==> config.mk <==
export PLATFORM = sky130hd
export DESIGN_NAME = par_io_port
export DESIGN_NICKNAME = d
export VERILOG_FILES = /design/src/rtl/par_io_pkg.sv /design/src/rtl/par_io_rst_sync.sv /design/src/rtl/par_io_sync.sv /design/src/rtl/par_io_edge.sv /design/src/rtl/par_io_regs.sv /design/src/rtl/par_io_port.sv
export SDC_FILE = /design/constraint.sdc
export NUM_CORES = 1
export LEC_CHECK = 0
export ABC_CLOCK_PERIOD_IN_PS = 2450
export CORE_MARGIN = 8
export CORE_UTILIZATION = 40
export CTS_CLUSTER_SIZE = 10
export DETAILED_ROUTE_END_ITERATION = 8
export PLACE_DENSITY = 0.73
export SETUP_SLACK_MARGIN = 0.3
export SYNTH_ARGS = -nofsm -noshare
export SYNTH_HDL_FRONTEND = slang
export SYNTH_SLANG_ARGS = --single-unit
==> constraint.sdc <==
create_clock -name clk -period 2.45 [get_ports clk]
set_input_delay 0.735 -clock clk [delete_from_list [all_inputs] [get_ports clk]]
set_output_delay 0.735 -clock clk [all_outputs]
set_load 0.02 [all_outputs]
==> src/rtl/par_io_pkg.sv <==
package par_io_pkg;

  typedef enum logic [2:0] {
    IRQ_RISE     = 3'd0,
    IRQ_FALL     = 3'd1,
    IRQ_BOTH     = 3'd2,
    IRQ_LVL_HIGH = 3'd3,
    IRQ_LVL_LOW  = 3'd4
  } irq_mode_e;

  localparam int unsigned BUS_DW = 32;
  localparam int unsigned BUS_AW = 2;

  localparam logic [BUS_AW-1:0] A_DATA = 2'd0;
  localparam logic [BUS_AW-1:0] A_DIR  = 2'd1;
  localparam logic [BUS_AW-1:0] A_MASK = 2'd2;
  localparam logic [BUS_AW-1:0] A_FLAG = 2'd3;

endpackage

==> src/rtl/par_io_rst_sync.sv <==
module par_io_rst_sync (
  input  logic clk,
  input  logic rst_n,
  output logic rst_q_n
);
  logic [1:0] stage_q;

  always_ff @(posedge clk or negedge rst_n) begin
    if (!rst_n) stage_q <= 2'b00;
    else        stage_q <= {stage_q[0], 1'b1};
  end

  assign rst_q_n = stage_q[1];
endmodule

==> src/rtl/par_io_sync.sv <==
module par_io_sync #(
  parameter int unsigned W = 8
) (
  input  logic         clk,
  input  logic         rst_q_n,
  input  logic [W-1:0] async_in,
  output logic [W-1:0] sync_out
);
  logic [W-1:0] meta_q;
  logic [W-1:0] safe_q;

  always_ff @(posedge clk or negedge rst_q_n) begin
    if (!rst_q_n) begin
      meta_q <= '0;
      safe_q <= '0;
    end else begin
      meta_q <= async_in;
      safe_q <= meta_q;
    end
  end

  assign sync_out = safe_q;
endmodule

==> src/rtl/par_io_edge.sv <==
module par_io_edge
  import par_io_pkg::*;
#(
  parameter int unsigned W        = 8,
  parameter irq_mode_e   IRQ_MODE = IRQ_RISE
) (
  input  logic         clk,
  input  logic         rst_q_n,
  input  logic [W-1:0] lvl_s,
  input  logic [W-1:0] mask_q,
  input  logic         flag_clr,
  output logic [W-1:0] flag_q,
  output logic         irq
);
  logic [W-1:0] prev_q;
  logic [W-1:0] det;
  logic [W-1:0] flag_n;

  always_comb begin
    unique case (IRQ_MODE)
      IRQ_RISE, IRQ_LVL_HIGH: det = lvl_s & ~prev_q;
      IRQ_FALL, IRQ_LVL_LOW:  det = ~lvl_s & prev_q;
      default:                det = lvl_s ^ prev_q;
    endcase
  end

  always_comb begin
    flag_n = flag_clr ? '0 : flag_q;
    flag_n = flag_n | det;
  end

  always_ff @(posedge clk or negedge rst_q_n) begin
    if (!rst_q_n) begin
      prev_q <= '0;
      flag_q <= '0;
    end else begin
      prev_q <= lvl_s;
      flag_q <= flag_n;
    end
  end

  generate
    if (IRQ_MODE == IRQ_LVL_HIGH) begin : g_lvl_hi
      assign irq = |(mask_q & lvl_s);
    end else if (IRQ_MODE == IRQ_LVL_LOW) begin : g_lvl_lo
      assign irq = |(mask_q & ~lvl_s);
    end else begin : g_edge
      assign irq = |(mask_q & flag_q);
    end
  endgenerate
endmodule

==> src/rtl/par_io_regs.sv <==
module par_io_regs
  import par_io_pkg::*;
#(
  parameter int unsigned W = 8
) (
  input  logic              clk,
  input  logic              rst_q_n,
  input  logic              sel,
  input  logic              rd,
  input  logic              wr,
  input  logic [BUS_AW-1:0] addr,
  input  logic [BUS_DW-1:0] wdata,
  input  logic [W-1:0]      lvl_s,
  input  logic [W-1:0]      flag_q,
  output logic [W-1:0]      out_q,
  output logic [W-1:0]      dir_q,
  output logic [W-1:0]      mask_q,
  output logic              flag_clr,
  output logic [BUS_DW-1:0] rdata
);
  logic              wr_en;
  logic              rd_en;
  logic [W-1:0]      out_n;
  logic [W-1:0]      dir_n;
  logic [W-1:0]      mask_n;
  logic [BUS_DW-1:0] rd_n;
  logic              unused_wdata;

  assign unused_wdata = ^wdata;
  assign wr_en    = sel & wr;
  assign rd_en    = sel & rd;
  assign flag_clr = wr_en && (addr == A_FLAG);

  always_comb begin
    out_n  = out_q;
    dir_n  = dir_q;
    mask_n = mask_q;
    if (wr_en) begin
      unique case (addr)
        A_DATA:  out_n  = wdata[W-1:0];
        A_DIR:   dir_n  = wdata[W-1:0];
        A_MASK:  mask_n = wdata[W-1:0];
        default: ;
      endcase
    end
  end

  always_comb begin
    rd_n = '0;
    unique case (addr)
      A_DATA:  rd_n[W-1:0] = lvl_s;
      A_DIR:   rd_n[W-1:0] = dir_q;
      A_MASK:  rd_n[W-1:0] = mask_q;
      default: rd_n[W-1:0] = flag_q;
    endcase
  end

  always_ff @(posedge clk or negedge rst_q_n) begin
    if (!rst_q_n) begin
      out_q  <= '0;
      dir_q  <= '0;
      mask_q <= '0;
      rdata  <= '0;
    end else begin
      out_q  <= out_n;
      dir_q  <= dir_n;
      mask_q <= mask_n;
      if (rd_en) rdata <= rd_n;
    end
  end
endmodule

==> src/rtl/par_io_port.sv <==
module par_io_port
  import par_io_pkg::*;
#(
  parameter int unsigned W        = 8,
  parameter irq_mode_e   IRQ_MODE = IRQ_RISE
) (
  input  logic         clk,
  input  logic         rst_n,
  input  logic         bus_sel,
  input  logic         bus_rd,
  input  logic         bus_wr,
  input  logic [1:0]   bus_addr,
  input  logic [31:0]  bus_wdata,
  output logic [31:0]  bus_rdata,
  input  logic [W-1:0] pin_in,
  output logic [W-1:0] pin_out,
  output logic [W-1:0] pin_oe,
  output logic         irq
);
  logic         rst_q_n;
  logic [W-1:0] lvl_s;
  logic [W-1:0] mask_q;
  logic [W-1:0] cap_q;
  logic         flag_clr;

  par_io_rst_sync u_rst (
    .clk     (clk),
    .rst_n   (rst_n),
    .rst_q_n (rst_q_n)
  );

  par_io_sync #(.W(W)) u_sync (
    .clk      (clk),
    .rst_q_n  (rst_q_n),
    .async_in (pin_in),
    .sync_out (lvl_s)
  );

  par_io_regs #(.W(W)) u_regs (
    .clk      (clk),
    .rst_q_n  (rst_q_n),
    .sel      (bus_sel),
    .rd       (bus_rd),
    .wr       (bus_wr),
    .addr     (bus_addr),
    .wdata    (bus_wdata),
    .lvl_s    (lvl_s),
    .flag_q   (cap_q),
    .out_q    (pin_out),
    .dir_q    (pin_oe),
    .mask_q   (mask_q),
    .flag_clr (flag_clr),
    .rdata    (bus_rdata)
  );

  par_io_edge #(.W(W), .IRQ_MODE(IRQ_MODE)) u_edge (
    .clk      (clk),
    .rst_q_n  (rst_q_n),
    .lvl_s    (lvl_s),
    .mask_q   (mask_q),
    .flag_clr (flag_clr),
    .flag_q   (cap_q),
    .irq      (irq)
  );
endmodule

==> results list <==
- The share of total power dissipated in combinational logic is 0.221.
* Routed wire length per instance: about 17 um
- Status: complete, no violations
- The max-slew violation count is 0.
* Post-route clock skew: ~0.0083 ns
- The net count of the finished layout is 271.
- CTS tree: done
- In this run the cell area measured after placement is 0.003143 mm2.
- At the worst endpoint, the arrival time is 1.36 ns.
- Max-cap violations in this run came to 0.
* Die width: around 97 um
- Total count of hold-check failures in the final report: 0
- Worst min-delay path category: flop to asynchronous set/reset pin
* Family of cells with the greatest summed delay on the critical path: buffers and inverters
- The internal portion of the total power is approximately 2.1 mW.
* Overall routing resource usage: 0.1140
* Diodes inserted: 0
- The setup path with the least slack is of type flop to output port.
* FP Rows: 29
- Worst-case headroom to the max-slew limit: 0.5621
* Post-detailed-placement half-perimeter wirelength: 3.803 mm
- Worst r2r path cells: 2
* Count of unique library cells instantiated by Yosys: 15
- Vias in the first global route: between 1.5k and 2k
- In the synthesized netlist, the number of instances is approximately 160.
* Share of total power consumed by net switching: 0.2673
* Number of gates on the worst path with buffers counted: 1
* Count of port buffers added during placement: 47
* Unrepaired setup endpoints after global routing: false
- VDD IR max: a little over 500 uV
- The mapped netlist covers between 0.002 and 0.003 mm2.
* Worst-path clk slew: about 0.070 ns
* Number of placed I/O pins: 96
* Overall power of the completed layout: between 2 and 3 mW
* Ratio of final minimum period to clock period: 0.8532
- CTS built an H-tree with a depth of 3.
- Detailed routing inserted a total of ~1.4k vias.
* Syn avg cell area: between 15 and 20 um2
- Part of the Yosys area used for sequential elements: 0.6343
- Across all register-to-register paths, the minimum setup slack is between 1 and 1.5 ns.
- Finished layout cell area: around 0.0033 mm2
* Proportion of layout cells with a drive suffix above 1: 0.2882
- Entering global routing, the biggest net connects 36 pins.
- The floorplan step defined a die boundary enclosing a little over 0.009 mm2.
- Master of the slowest instance on the critical path: sky130_fd_sc_hd__clkdlybuf4s50_1
* Setup crit end: pin_oe[6]
* Fill cells: around 560
* Minimum period implied by the final worst setup slack: 2.090 ns
- Drt first pass iters: 4
- In the routed layout, each cell is associated on average with a via count of 4.683.
* Switching power: 0.7758 mW
- The number of hold buffers added after CTS was 0.
* Data required time at the worst endpoint: between 1.5 and 2 ns
- Buffers inserted during clock tree synthesis total 9.
- In the routed design, unresolved DRC markers number 0.
- Of the total power, registers draw 0.468.
- In this run the critical register-to-register path is launched from u_regs.dir_q[7].
- Worst setup SP type: flop
* Effective utilization at floorplan: 0.4124
- Number of DRC markers in iteration 0: 40
- Summed over all cells, the static leakage comes to between 1 and 1.5 nW.
- Crit. Startpoint: u_regs.dir_q[6]
- Worst-case clock buffer depth: 2
* R2r endpoint: u_regs.rdata[7]
* Biggest fanout along the worst timing path: 3
* Upper clock frequency limit: about 480 MHz
* Setup TNS: 0 ns
- The die is about 97 um tall.
* ANT nets after route: 0
* Buffer cell driving the clock tree root: sky130_fd_sc_hd__clkbuf_8
* Number of antenna violations at the first check in global routing: 0
- The worst setup path is captured at an output port.
- Yosys Warn Count: 0
- Standard cell core area: around 0.0063 mm2
* First-pass GRT wire length: around 8.4 mm
- Layout Utilization: 0.5291
* Least-Margin Pin Slew: 0.6569 ns
* Area Overhead vs Synth: 28.30%
- CP peak stage delay: ~0.63 ns
- In this run the power density over the cells is ~870 mW/mm2.
* Sinks on the clock net: between 60 and 70
* Ordered cell list for the critical path: clkdlybuf4s50_1
* Number of synthesized register bits: between 60 and 70
- The final layout contains routed wiring with a total length of ~5 mm.
- Of the total power, the clock network draws 0.311.
- At the later pin of the worst-skew pair, clock insertion delay measures 0.34 ns.
- Final number of setup-violating endpoints: 0
* Crit path buf inv count: 1
- Final GP Congestion: around 0.79
- Total global routing overflow: 0
==> through the flow <==
step,instances,hold WS [ns],setup slack (ns)
2_1_floorplan,184,0.3312,0.4761
3_3_place_gp,290,0.3235,0.04736
3_5_place_dp,290,0.3298,0.04208
4_1_cts,306,0.3340,0.3418
5_1_grt,306,0.3492,0.3035
6_report,306,0.3027,0.3597
==> worst reg2reg max path, cell delays in order (launching register included) <==
cell and delay [ns]:
sky130_fd_sc_hd__dfrtp_1 0.39, sky130_fd_sc_hd__mux4_1 0.52, sky130_fd_sc_hd__mux2_2 0.28
==> worst min path at each step <==
stage                     cells after the start                 end        startpoint
final                                         0     u_regs.dir_q[4]  u_rst.stage_q[1]
after global routing                          0  u_sync.sync_out[1]  u_sync.meta_q[1]
after CTS                                     0     u_regs.dir_q[4]  u_rst.stage_q[1]
after detailed placement                      0     u_regs.dir_q[4]  u_rst.stage_q[1]
after global placement                        0    u_sync.meta_q[4]  u_rst.stage_q[1]
after floorplan                               0    u_rst.stage_q[1]  u_rst.stage_q[0]
==> registers in the layout, indices dropped and copies added (netlist names) <==
signal           flops
u_edge.flag_q        8
u_edge.prev_q        8
u_regs.dir_q         8
u_regs.mask_q        8
u_regs.out_q         8
u_regs.rdata         8
u_sync.meta_q        8
u_sync.sync_out      8
u_rst.stage_q        2
==> what timing repair did <==
action                                  CTS  global route
endpoints found under the setup margin    1             0
resized for setup                         5             0
buffers inserted                          0             0
==> cells in the mapped netlist <==
cell	n	area (um2)
sky130_fd_sc_hd__a22o_1	8	70.07
sky130_fd_sc_hd__a22oi_1	4	30.03
sky130_fd_sc_hd__and4bb_2	1	12.51
sky130_fd_sc_hd__buf_2	1	5.000
sky130_fd_sc_hd__buf_4	24	180.2
sky130_fd_sc_hd__buf_6	2	22.52
sky130_fd_sc_hd__conb_1	2	7.510
sky130_fd_sc_hd__dfrtp_1	66	1652
sky130_fd_sc_hd__inv_1	8	30.03
sky130_fd_sc_hd__mux2_2	32	360.4
sky130_fd_sc_hd__mux4_1	2	52.55
sky130_fd_sc_hd__mux4_2	6	135.1
sky130_fd_sc_hd__nand2_1	1	3.750
sky130_fd_sc_hd__nand4_1	2	12.51
sky130_fd_sc_hd__nand4b_2	2	30.03
==> kinds of logic (layout without fill, tap and decap cells) <==
| group | after synthesis | count (layout) | synth area share |
|---|---|---|---|
| compound gates | 12 | 12 | 0.03844 |
| simple gates | 6 | 6 | 0.02258 |
| mux | 40 | 40 | 0.2105 |
| other cells | 2 | 25 | 0.002884 |
| flops | 66 | 66 | 0.6343 |
| buf+inv | 35 | 80 | 0.09130 |
==> per-layer routing <==
layer  share of wire  GRT usage
met3           0.084    0.06970
met4          0.0086    0.03432
met2            0.49     0.1724
met5               0          0
met1            0.42     0.1310
==> power by group through the flow <==
stage,clock network (mW),registers (mW),logic (mW)
finish,0.904,1.36,0.642
global placement,0,1.37,0.644
CTS,0.932,1.36,0.654
floorplan,0,1.48,0.258
detailed placement,0,1.38,0.652
global route,0.973,1.38,0.684
==> layout make-up <==
cell class | instances | area [um2] | share of cell area
clock inverter | 2 | 35.03 | 0.01049
sequential | 66 | 1653 | 0.4948
multi-input combinational | 83 | 805.8 | 0.2412
timing repair buffer | 56 | 558.0 | 0.1670
inverter | 8 | 30.03 | 0.008989
tap | 77 | 96.34 | 0.02884
clock buffer | 14 | 162.7 | 0.04869
==> placed cells by master (no fill, tap or decap) <==
cell                              synthesis  layout
sky130_fd_sc_hd__dfrtp_1                 66      65
sky130_fd_sc_hd__clkdlybuf4s50_1          0      46
sky130_fd_sc_hd__mux2_2                  32      32
sky130_fd_sc_hd__conb_1                   2      25
sky130_fd_sc_hd__clkbuf_8                 0      11
sky130_fd_sc_hd__inv_1                    8       8
sky130_fd_sc_hd__a22o_1                   8       8
sky130_fd_sc_hd__buf_4                   24       7
sky130_fd_sc_hd__mux4_2                   6       6
sky130_fd_sc_hd__a22oi_1                  4       3
sky130_fd_sc_hd__clkbuf_1                 0       3
sky130_fd_sc_hd__nand4_1                  2       2
sky130_fd_sc_hd__nand4b_2                 2       2
sky130_fd_sc_hd__mux4_1                   2       2
sky130_fd_sc_hd__buf_12                   0       2
sky130_fd_sc_hd__a22oi_2                  0       1
sky130_fd_sc_hd__and4bb_2                 1       1
sky130_fd_sc_hd__nand2_1                  1       1
sky130_fd_sc_hd__bufinv_16                0       1
sky130_fd_sc_hd__clkinv_2                 0       1
sky130_fd_sc_hd__buf_2                    1       1
sky130_fd_sc_hd__dfrtp_2                  0       1
Note: power is estimated with default switching activity, not from simulation.
